--- config.mk ---
export PLATFORM = sky130hd
export DESIGN_NAME = ring_reg_bank
export DESIGN_NICKNAME = d
export VERILOG_FILES = /design/src/rtl/ringbank_pkg.sv /design/src/rtl/ring_reg_ctrl.sv /design/src/rtl/ring_reg_dp.sv /design/src/rtl/ring_reg_bank.sv
export SDC_FILE = /design/constraint.sdc
export NUM_CORES = 2
export LEC_CHECK = 0
export CELL_PAD_IN_SITES_DETAIL_PLACEMENT = 1
export CELL_PAD_IN_SITES_GLOBAL_PLACEMENT = 1
export CORE_ASPECT_RATIO = 1.25
export CORE_MARGIN = 1
export CORE_UTILIZATION = 51
export DETAILED_ROUTE_END_ITERATION = 8
export PLACE_DENSITY_LB_ADDON = 0.25
export SYNTH_ARGS = -nofsm -noshare
export SYNTH_HDL_FRONTEND = slang
export SYNTH_SLANG_ARGS = --single-unit
--- constraint.sdc ---
create_clock -name clk -period 11.2 [get_ports clk]
set_input_delay 2.8 -clock clk [delete_from_list [all_inputs] [get_ports clk]]
set_output_delay 2.8 -clock clk [all_outputs]
set_load 0.05 [all_outputs]
--- src/rtl/ringbank_pkg.sv ---
package ringbank_pkg;
  localparam int RING_IDX_W = 8;

  localparam logic [7:0] OFF_BASE_LO = 8'h00;
  localparam logic [7:0] OFF_BASE_HI = 8'h04;
  localparam logic [7:0] OFF_SIZE    = 8'h08;
  localparam logic [7:0] OFF_HEAD    = 8'h0C;
  localparam logic [7:0] OFF_TAIL    = 8'h10;
  localparam logic [7:0] OFF_CTRL    = 8'h14;
  localparam logic [7:0] OFF_CREDIT  = 8'h18;

  typedef enum logic [3:0] {
    SEL_NONE, SEL_BASE_LO, SEL_BASE_HI, SEL_BASE64,
    SEL_SIZE, SEL_HEAD, SEL_TAIL, SEL_CTRL, SEL_CREDIT
  } rdSel_e;

  typedef struct packed {
    logic wrBaseLo;
    logic wrBaseHi;
    logic wrBase64;
    logic wrSize;
    logic wrHead;
    logic wrCtrl;
    logic wrCredit;
    rdSel_e rdSel;
    logic [RING_IDX_W-1:0] ring;
  } ringStb_t;

  // command and event rings keep their index, vector 2 is skipped
  function automatic logic [7:0] vectorOf(input logic [7:0] ring);
    return (ring < 8'd2) ? ring : ring + 8'd1;
  endfunction
endpackage

--- src/rtl/ring_reg_ctrl.sv ---
module ring_reg_ctrl
  import ringbank_pkg::*;
#(
  parameter int ADDR_W      = 16,
  parameter int WIN_BASE    = 4096,
  parameter int SLICE_SHIFT = 5,
  parameter int RINGS       = 6,
  parameter int VEC_COUNT   = 7
) (
  input  logic              clk,
  input  logic              rstN,
  input  logic              busWrEn,
  input  logic              busWide,
  input  logic [ADDR_W-1:0] busAddr,
  input  logic              ringReq,
  input  logic [7:0]        ringVec,
  input  logic              extIrqEn,
  input  logic [7:0]        extIrqVec,
  output ringStb_t          stb,
  output logic              irqValid,
  output logic [7:0]        irqVector
);
  localparam int WIN_END = WIN_BASE + RINGS * (1 << SLICE_SHIFT);

  logic              inWin;
  logic [ADDR_W-1:0] relAddr;
  logic [7:0]        ringIdx;
  logic [7:0]        off;

  assign inWin   = ({1'b0, busAddr} >= (ADDR_W+1)'(WIN_BASE)) &&
                   ({1'b0, busAddr} <  (ADDR_W+1)'(WIN_END));
  assign relAddr = busAddr - ADDR_W'(WIN_BASE);
  assign ringIdx = 8'(relAddr >> SLICE_SHIFT);
  assign off     = 8'(relAddr[SLICE_SHIFT-1:0]);

  always_comb begin
    stb       = '0;
    stb.rdSel = SEL_NONE;
    stb.ring  = ringIdx;
    if (inWin) begin
      case (off)
        OFF_BASE_LO: begin
          stb.rdSel    = busWide ? SEL_BASE64 : SEL_BASE_LO;
          stb.wrBase64 = busWrEn && busWide;
          stb.wrBaseLo = busWrEn && !busWide;
        end
        OFF_BASE_HI: if (!busWide) begin
          stb.rdSel    = SEL_BASE_HI;
          stb.wrBaseHi = busWrEn;
        end
        OFF_SIZE: if (!busWide) begin
          stb.rdSel  = SEL_SIZE;
          stb.wrSize = busWrEn;
        end
        OFF_HEAD: if (!busWide) begin
          stb.rdSel  = SEL_HEAD;
          stb.wrHead = busWrEn;
        end
        OFF_TAIL: if (!busWide) stb.rdSel = SEL_TAIL;
        OFF_CTRL: if (!busWide) begin
          stb.rdSel  = SEL_CTRL;
          stb.wrCtrl = busWrEn;
        end
        OFF_CREDIT: if (!busWide) begin
          stb.rdSel    = SEL_CREDIT;
          stb.wrCredit = busWrEn;
        end
        default: ;
      endcase
    end
  end

  always_ff @(posedge clk) begin
    if (!rstN) begin
      irqValid  <= 1'b0;
      irqVector <= '0;
    end else if (ringReq) begin
      irqValid  <= 1'b1;
      irqVector <= ringVec;
    end else if (extIrqEn && (extIrqVec < 8'(VEC_COUNT))) begin
      irqValid  <= 1'b1;
      irqVector <= extIrqVec;
    end else begin
      irqValid  <= 1'b0;
    end
  end
endmodule

--- src/rtl/ring_reg_dp.sv ---
module ring_reg_dp
  import ringbank_pkg::*;
#(
  parameter int RINGS = 6
) (
  input  logic        clk,
  input  logic        rstN,
  input  ringStb_t    stb,
  input  logic [63:0] wrData,
  input  logic        postEn,
  input  logic [7:0]  postRing,
  output logic [63:0] rdData,
  output logic        ringReq,
  output logic [7:0]  ringVec
);
  localparam int RIW = (RINGS > 1) ? $clog2(RINGS) : 1;

  logic [63:0] baseQ   [RINGS];
  logic [31:0] sizeQ   [RINGS];
  logic [31:0] headQ   [RINGS];
  logic [31:0] tailQ   [RINGS];
  logic [31:0] ctrlQ   [RINGS];
  logic [31:0] credQ   [RINGS];
  logic [31:0] credNext[RINGS];
  logic [31:0] stageQ;
  logic [RIW-1:0] sel;

  assign sel = stb.ring[RIW-1:0];

  always_ff @(posedge clk) begin
    if (!rstN)             stageQ <= '0;
    else if (stb.wrBaseLo) stageQ <= wrData[31:0];
    else if (stb.wrBaseHi) stageQ <= '0;
  end

  for (genvar g = 0; g < RINGS; g++) begin : gRing
    logic        hitW;
    logic        postHit;
    logic [31:0] credPlus;
    logic [32:0] tailInc;

    assign hitW    = (stb.ring == 8'(g));
    assign postHit = postEn && (postRing == 8'(g));
    assign tailInc = {1'b0, tailQ[g]} + 33'd1;

    always_comb begin
      credPlus = credQ[g] + {31'b0, postHit};
      if (hitW && stb.wrCredit)
        credNext[g] = (credPlus > wrData[31:0]) ? credPlus - wrData[31:0] : '0;
      else
        credNext[g] = credPlus;
    end

    always_ff @(posedge clk) begin
      if (!rstN) begin
        baseQ[g] <= '0;
        sizeQ[g] <= '0;
        headQ[g] <= '0;
        tailQ[g] <= '0;
        ctrlQ[g] <= '0;
        credQ[g] <= '0;
      end else begin
        if (hitW && stb.wrBase64) baseQ[g] <= wrData;
        if (hitW && stb.wrBaseHi) baseQ[g] <= {wrData[31:0], stageQ};
        if (hitW && stb.wrSize)   sizeQ[g] <= wrData[31:0];
        if (hitW && stb.wrHead)   headQ[g] <= wrData[31:0];
        if (hitW && stb.wrCtrl)   ctrlQ[g] <= wrData[31:0];
        if (postHit)
          tailQ[g] <= (tailInc >= {1'b0, sizeQ[g]}) ? '0 : tailInc[31:0];
        credQ[g] <= credNext[g];
      end
    end
  end

  always_comb begin
    case (stb.rdSel)
      SEL_BASE_LO: rdData = {32'b0, baseQ[sel][31:0]};
      SEL_BASE_HI: rdData = {32'b0, baseQ[sel][63:32]};
      SEL_BASE64:  rdData = baseQ[sel];
      SEL_SIZE:    rdData = {32'b0, sizeQ[sel]};
      SEL_HEAD:    rdData = {32'b0, headQ[sel]};
      SEL_TAIL:    rdData = {32'b0, tailQ[sel]};
      SEL_CTRL:    rdData = {32'b0, ctrlQ[sel]};
      SEL_CREDIT:  rdData = {32'b0, credQ[sel]};
      default:     rdData = '0;
    endcase
  end

  assign ringReq = (stb.wrHead && (wrData[31:0] != tailQ[sel])) ||
                   (stb.wrCredit && (credNext[sel] != '0));
  assign ringVec = vectorOf(stb.ring);
endmodule

--- src/rtl/ring_reg_bank.sv ---
module ring_reg_bank
  import ringbank_pkg::*;
#(
  parameter int NUM_PORTS   = 2,
  parameter int ADDR_W      = 16,
  parameter int WIN_BASE    = 4096,
  parameter int SLICE_SHIFT = 5
) (
  input  logic              clk,
  input  logic              rstN,
  input  logic              busWrEn,
  input  logic              busWide,
  input  logic [ADDR_W-1:0] busAddr,
  input  logic [63:0]       busWrData,
  output logic [63:0]       busRdData,
  input  logic              postEn,
  input  logic [7:0]        postRing,
  input  logic              extIrqEn,
  input  logic [7:0]        extIrqVec,
  output logic              irqValid,
  output logic [7:0]        irqVector
);
  localparam int RINGS     = 2 + 2 * NUM_PORTS;
  localparam int VEC_COUNT = 3 + 2 * NUM_PORTS;

  ringStb_t   stb;
  logic       ringReq;
  logic [7:0] ringVec;

  ring_reg_ctrl #(
    .ADDR_W(ADDR_W), .WIN_BASE(WIN_BASE), .SLICE_SHIFT(SLICE_SHIFT),
    .RINGS(RINGS), .VEC_COUNT(VEC_COUNT)
  ) uCtrl (
    .clk(clk), .rstN(rstN), .busWrEn(busWrEn), .busWide(busWide),
    .busAddr(busAddr), .ringReq(ringReq), .ringVec(ringVec),
    .extIrqEn(extIrqEn), .extIrqVec(extIrqVec), .stb(stb),
    .irqValid(irqValid), .irqVector(irqVector)
  );

  ring_reg_dp #(.RINGS(RINGS)) uDp (
    .clk(clk), .rstN(rstN), .stb(stb), .wrData(busWrData),
    .postEn(postEn), .postRing(postRing), .rdData(busRdData),
    .ringReq(ringReq), .ringVec(ringVec)
  );
endmodule

==> results.cfg <==
[clock_network]
cts_tree = built
cts_sinks = 1385
htreeDepth = 4
root_buffer = clkbuf_16
hold_buffers = 0
numCtsBuffers = 147
cts_setup_buffers = 0
ctsLongestPathBuffers = 3
clkLatencyLatePin_ps = 860
clk_pin_slew_ps = 60
cts.repair.resized = 0

[setup_path]
worstPathArrival_ps = 7350
required_ps = 8400
cpLargestDelayFamily = simple AND/OR/NAND/NOR gates
max_stage_delay_ps = 890
critPathBufInv = 3
crit_path_end_kind = output pin
cp_cell_sequence = clkdlybuf4s50_1, nor4_4, nand3_4, nor2_1, nand2_1, nor4_2, buf_4, a22oi_1, nand4_1, clkdlybuf4s50_1
cp-start-kind = input port
worstSetupPathType = in2out
cp_slowest_cell = clkdlybuf4s50_1
path_common_cell = clkdlybuf4s50_1
crit_fanout = 32

[routing]
drcViolationCount = 0
vias = 78200
routed_via_density = 6.97
firstDrtPassIters = 6
ant_nets = 0
routed_wl_mm = 398
drt-initial-drc-count = 9517
wire_per_inst_um = 35.4

[synth]
synthesis.area_mm2 = 0.0887
synth_cells = 8935
yosysSeqAreaShare_pct = 44.3
synth_ff_type = edfxtp_1
synth.area.top_cells = edfxtp_1, ha_1, dfxtp_1
ys_warn_count = 0
async_reset_ff_share_pct = 0
yosysTopAreaCellShare_pct = 39.0
synth_top_area_cell = edfxtp_1
syn_nets = 9448
synth_edf_count = 1152
synth_cell_type_count = 113
ys_seq_elements = 1385
avgSynthCellArea_um2 = 9.93

[global_routing]
grt.busiest_layer = met2
gr-usage-all-layers_pct = 44.5
grt_pass1_wl_mm = 562
use_met1_pct = 51.4
grt_max_degree = 142
grt.met2_usage_pct = 69.4
grt-ovfl-total = 0
grt_pass1_vias = 78600
use_met3_pct = 11.5
antenna_found_initial = 43

[sta]
fmax_ghz = 0.0986
setup_viol = 0
finalSetupTns_ps = 0
hold_viol_final = 0
tightest_slew_ps = 1380
drv_slew = 0
timing.final.ws_setup_ps = 1050
rsz0062_at_grt = no
relSlewSlack_pct = 6.71
fin_crit_sh_pct = 90.6
clock-skew-final_ps = 47.9
fin_crit_ps = 10150

[pwr]
power_density_mw_per_mm2 = 129
ir_worst_vdd_v = 0.000142
p_leak_nw = 35.4

[floorplan]
core-area_mm2 = 0.172
die_h_um = 468
num_rows = 170
start_util_pct = 51.5
pin_count = 175
dieWidth_um = 375
die_area_mm2 = 0.176

[placed_design]
post-place-ws_ps = 695
gp_congestion = 1.06
dp_hpwl_mm = 285
port-buffer-count = 174

[layout]
fin_nets = 9359
drive_above_1_share_pct = 11.6
fin_util_pct = 56.9
area_growth_pct = 10.6

[outcome]
outcome = finished, final reports clean

[hold_path]
hold_path_class = reg2reg

[job]
cap_violations = 0
## state kept, by name (all words and copies together), names as in the netlist
register and cells:
uCtrl.irqVector 8, uDp.credQ 192, uDp.ctrlQ 192, uDp.headQ 192
uCtrl.irqValid 1, uDp.sizeQ 192, uDp.baseQ 384, uDp.tailQ 192
uDp.stageQ 32
## synthesized netlist by cell type, types with 19 or more instances
cell type  number
o21ai_0       380
mux2_2        291
nand3_1       274
nor4_1         47
a211oi_1       38
o21bai_1       30
nor3_1        685
nor2_1        881
ha_1          405
a22oi_1       206
nand4_1       218
nand2b_1       36
and4_1         36
buf_2          60
mux4_2        191
dfxtp_1       233
buf_1          43
or4_1          19
xor2_1        215
xnor2_1       326
inv_1         311
nor2b_1       196
and3_1        160
or3_1          37
mux2i_1       126
a31oi_1        39
edfxtp_1     1152
and2_1         90
clkinv_1       19
o211ai_1       37
or2_2          22
a21oi_1       448
o21a_1         60
a21o_1        123
o31ai_1        24
nand2_1       695
clkbuf_1      489
## power by group
part | total [W] | leakage, nW | switching, W | internal, W
combinational | 0.00146 | 19.9 | 0.000996 | 0.000463
clock | 0.00530 | 2.50 | 0.00233 | 0.00297
sequential | 0.00587 | 13.0 | 0.000105 | 0.00577
total | 0.0126 | 35.4 | 0.00343 | 0.00920
## layout by cell type (no fill, tap or decap), drive strengths merged, types with 170 or more instances in the layout
master,netlist,final
mux2,291,291
nor2b,196,196
nor3,688,688
clkbuf,492,188
edfxtp,1152,1152
nor2,881,881
inv,313,312
xor2,216,216
clkdlybuf4s50,0,170
buf,108,192
ha,405,405
a22oi,207,207
nand2,698,698
mux4,191,191
a21oi,450,450
o21ai,393,393
nand4,220,220
xnor2,326,326
dfxtp,233,233
nand3,276,276
## path summary, 6_finish.rpt
path                          startpoint                               to  slack [ps]  cells past startpoint
max                          busAddr[10]                     busRdData[9]        1050                     10
min          uDp.stageQ[10]$_SDFFE_PN0P_      uDp.stageQ[10]$_SDFFE_PN0P_         470                      2
max reg2reg   uDp.credQ[0][0]$_SDFF_PN0_  uCtrl.irqVector[3]$_SDFFE_PN0P_        4650                     20
min reg2reg  uDp.stageQ[10]$_SDFFE_PN0P_      uDp.stageQ[10]$_SDFFE_PN0P_         470                      2
## worst register-to-register path, delay by kind of cell (launching register included)
kind	cells	cell delay, ps
simple gates	11	3270
xor+xnor	1	200
fa+ha+maj	3	930
compound gates	5	1660
flops	1	400
## stage by stage
step | hold slack (ps) | area (µm²) | total power [W] | instances
6_report | 466 | 98100 | 0.0126 | 11200
5_1_grt | 490 | 98100 | 0.0128 | 11200
4_1_cts | 469 | 98000 | 0.0126 | 11200
3_5_place_dp | 461 | 92900 | 0.00736 | 10900
3_3_place_gp | 450 | 92900 | 0.00730 | 10900
2_1_floorplan | 444 | 88700 | 0.00671 | 8935
## area by class of cell
cell class              count  area, µm²
repair buffers            362       3320
multi-input cells        6618      46300
flip-flops and latches   1385      39300
clock inverters            86       1180
fillers                 18600      74200
clock buffers             188       3960
inverters                 332       1260
well taps                2236       2800
diodes                     21       52.6
## layer usage
layer | share of wire [%] | vias to the layer above
li1 | - | 32800
met1 | 35 | 39300
met2 | 45 | 4705
met3 | 10 | 1393
met4 | 9.9 | 32
met5 | 0.073 | -
## cell families (layout without fill, tap and decap cells)
kind of cell	Yosys count	count (layout)	synth area share [%]
and+or+nand+nor	3456	3456	19.0
AOI/OAI and AO/OA	1601	1601	11.5
DFF	1385	1385	44.3
buffers and inverters	932	968	4.07
muxes	608	608	9.97
xor gates and xnor gates	542	542	5.36
adders and majority gates	411	411	5.85
other	0	21	0
Power figures use the tool's default switching activity.
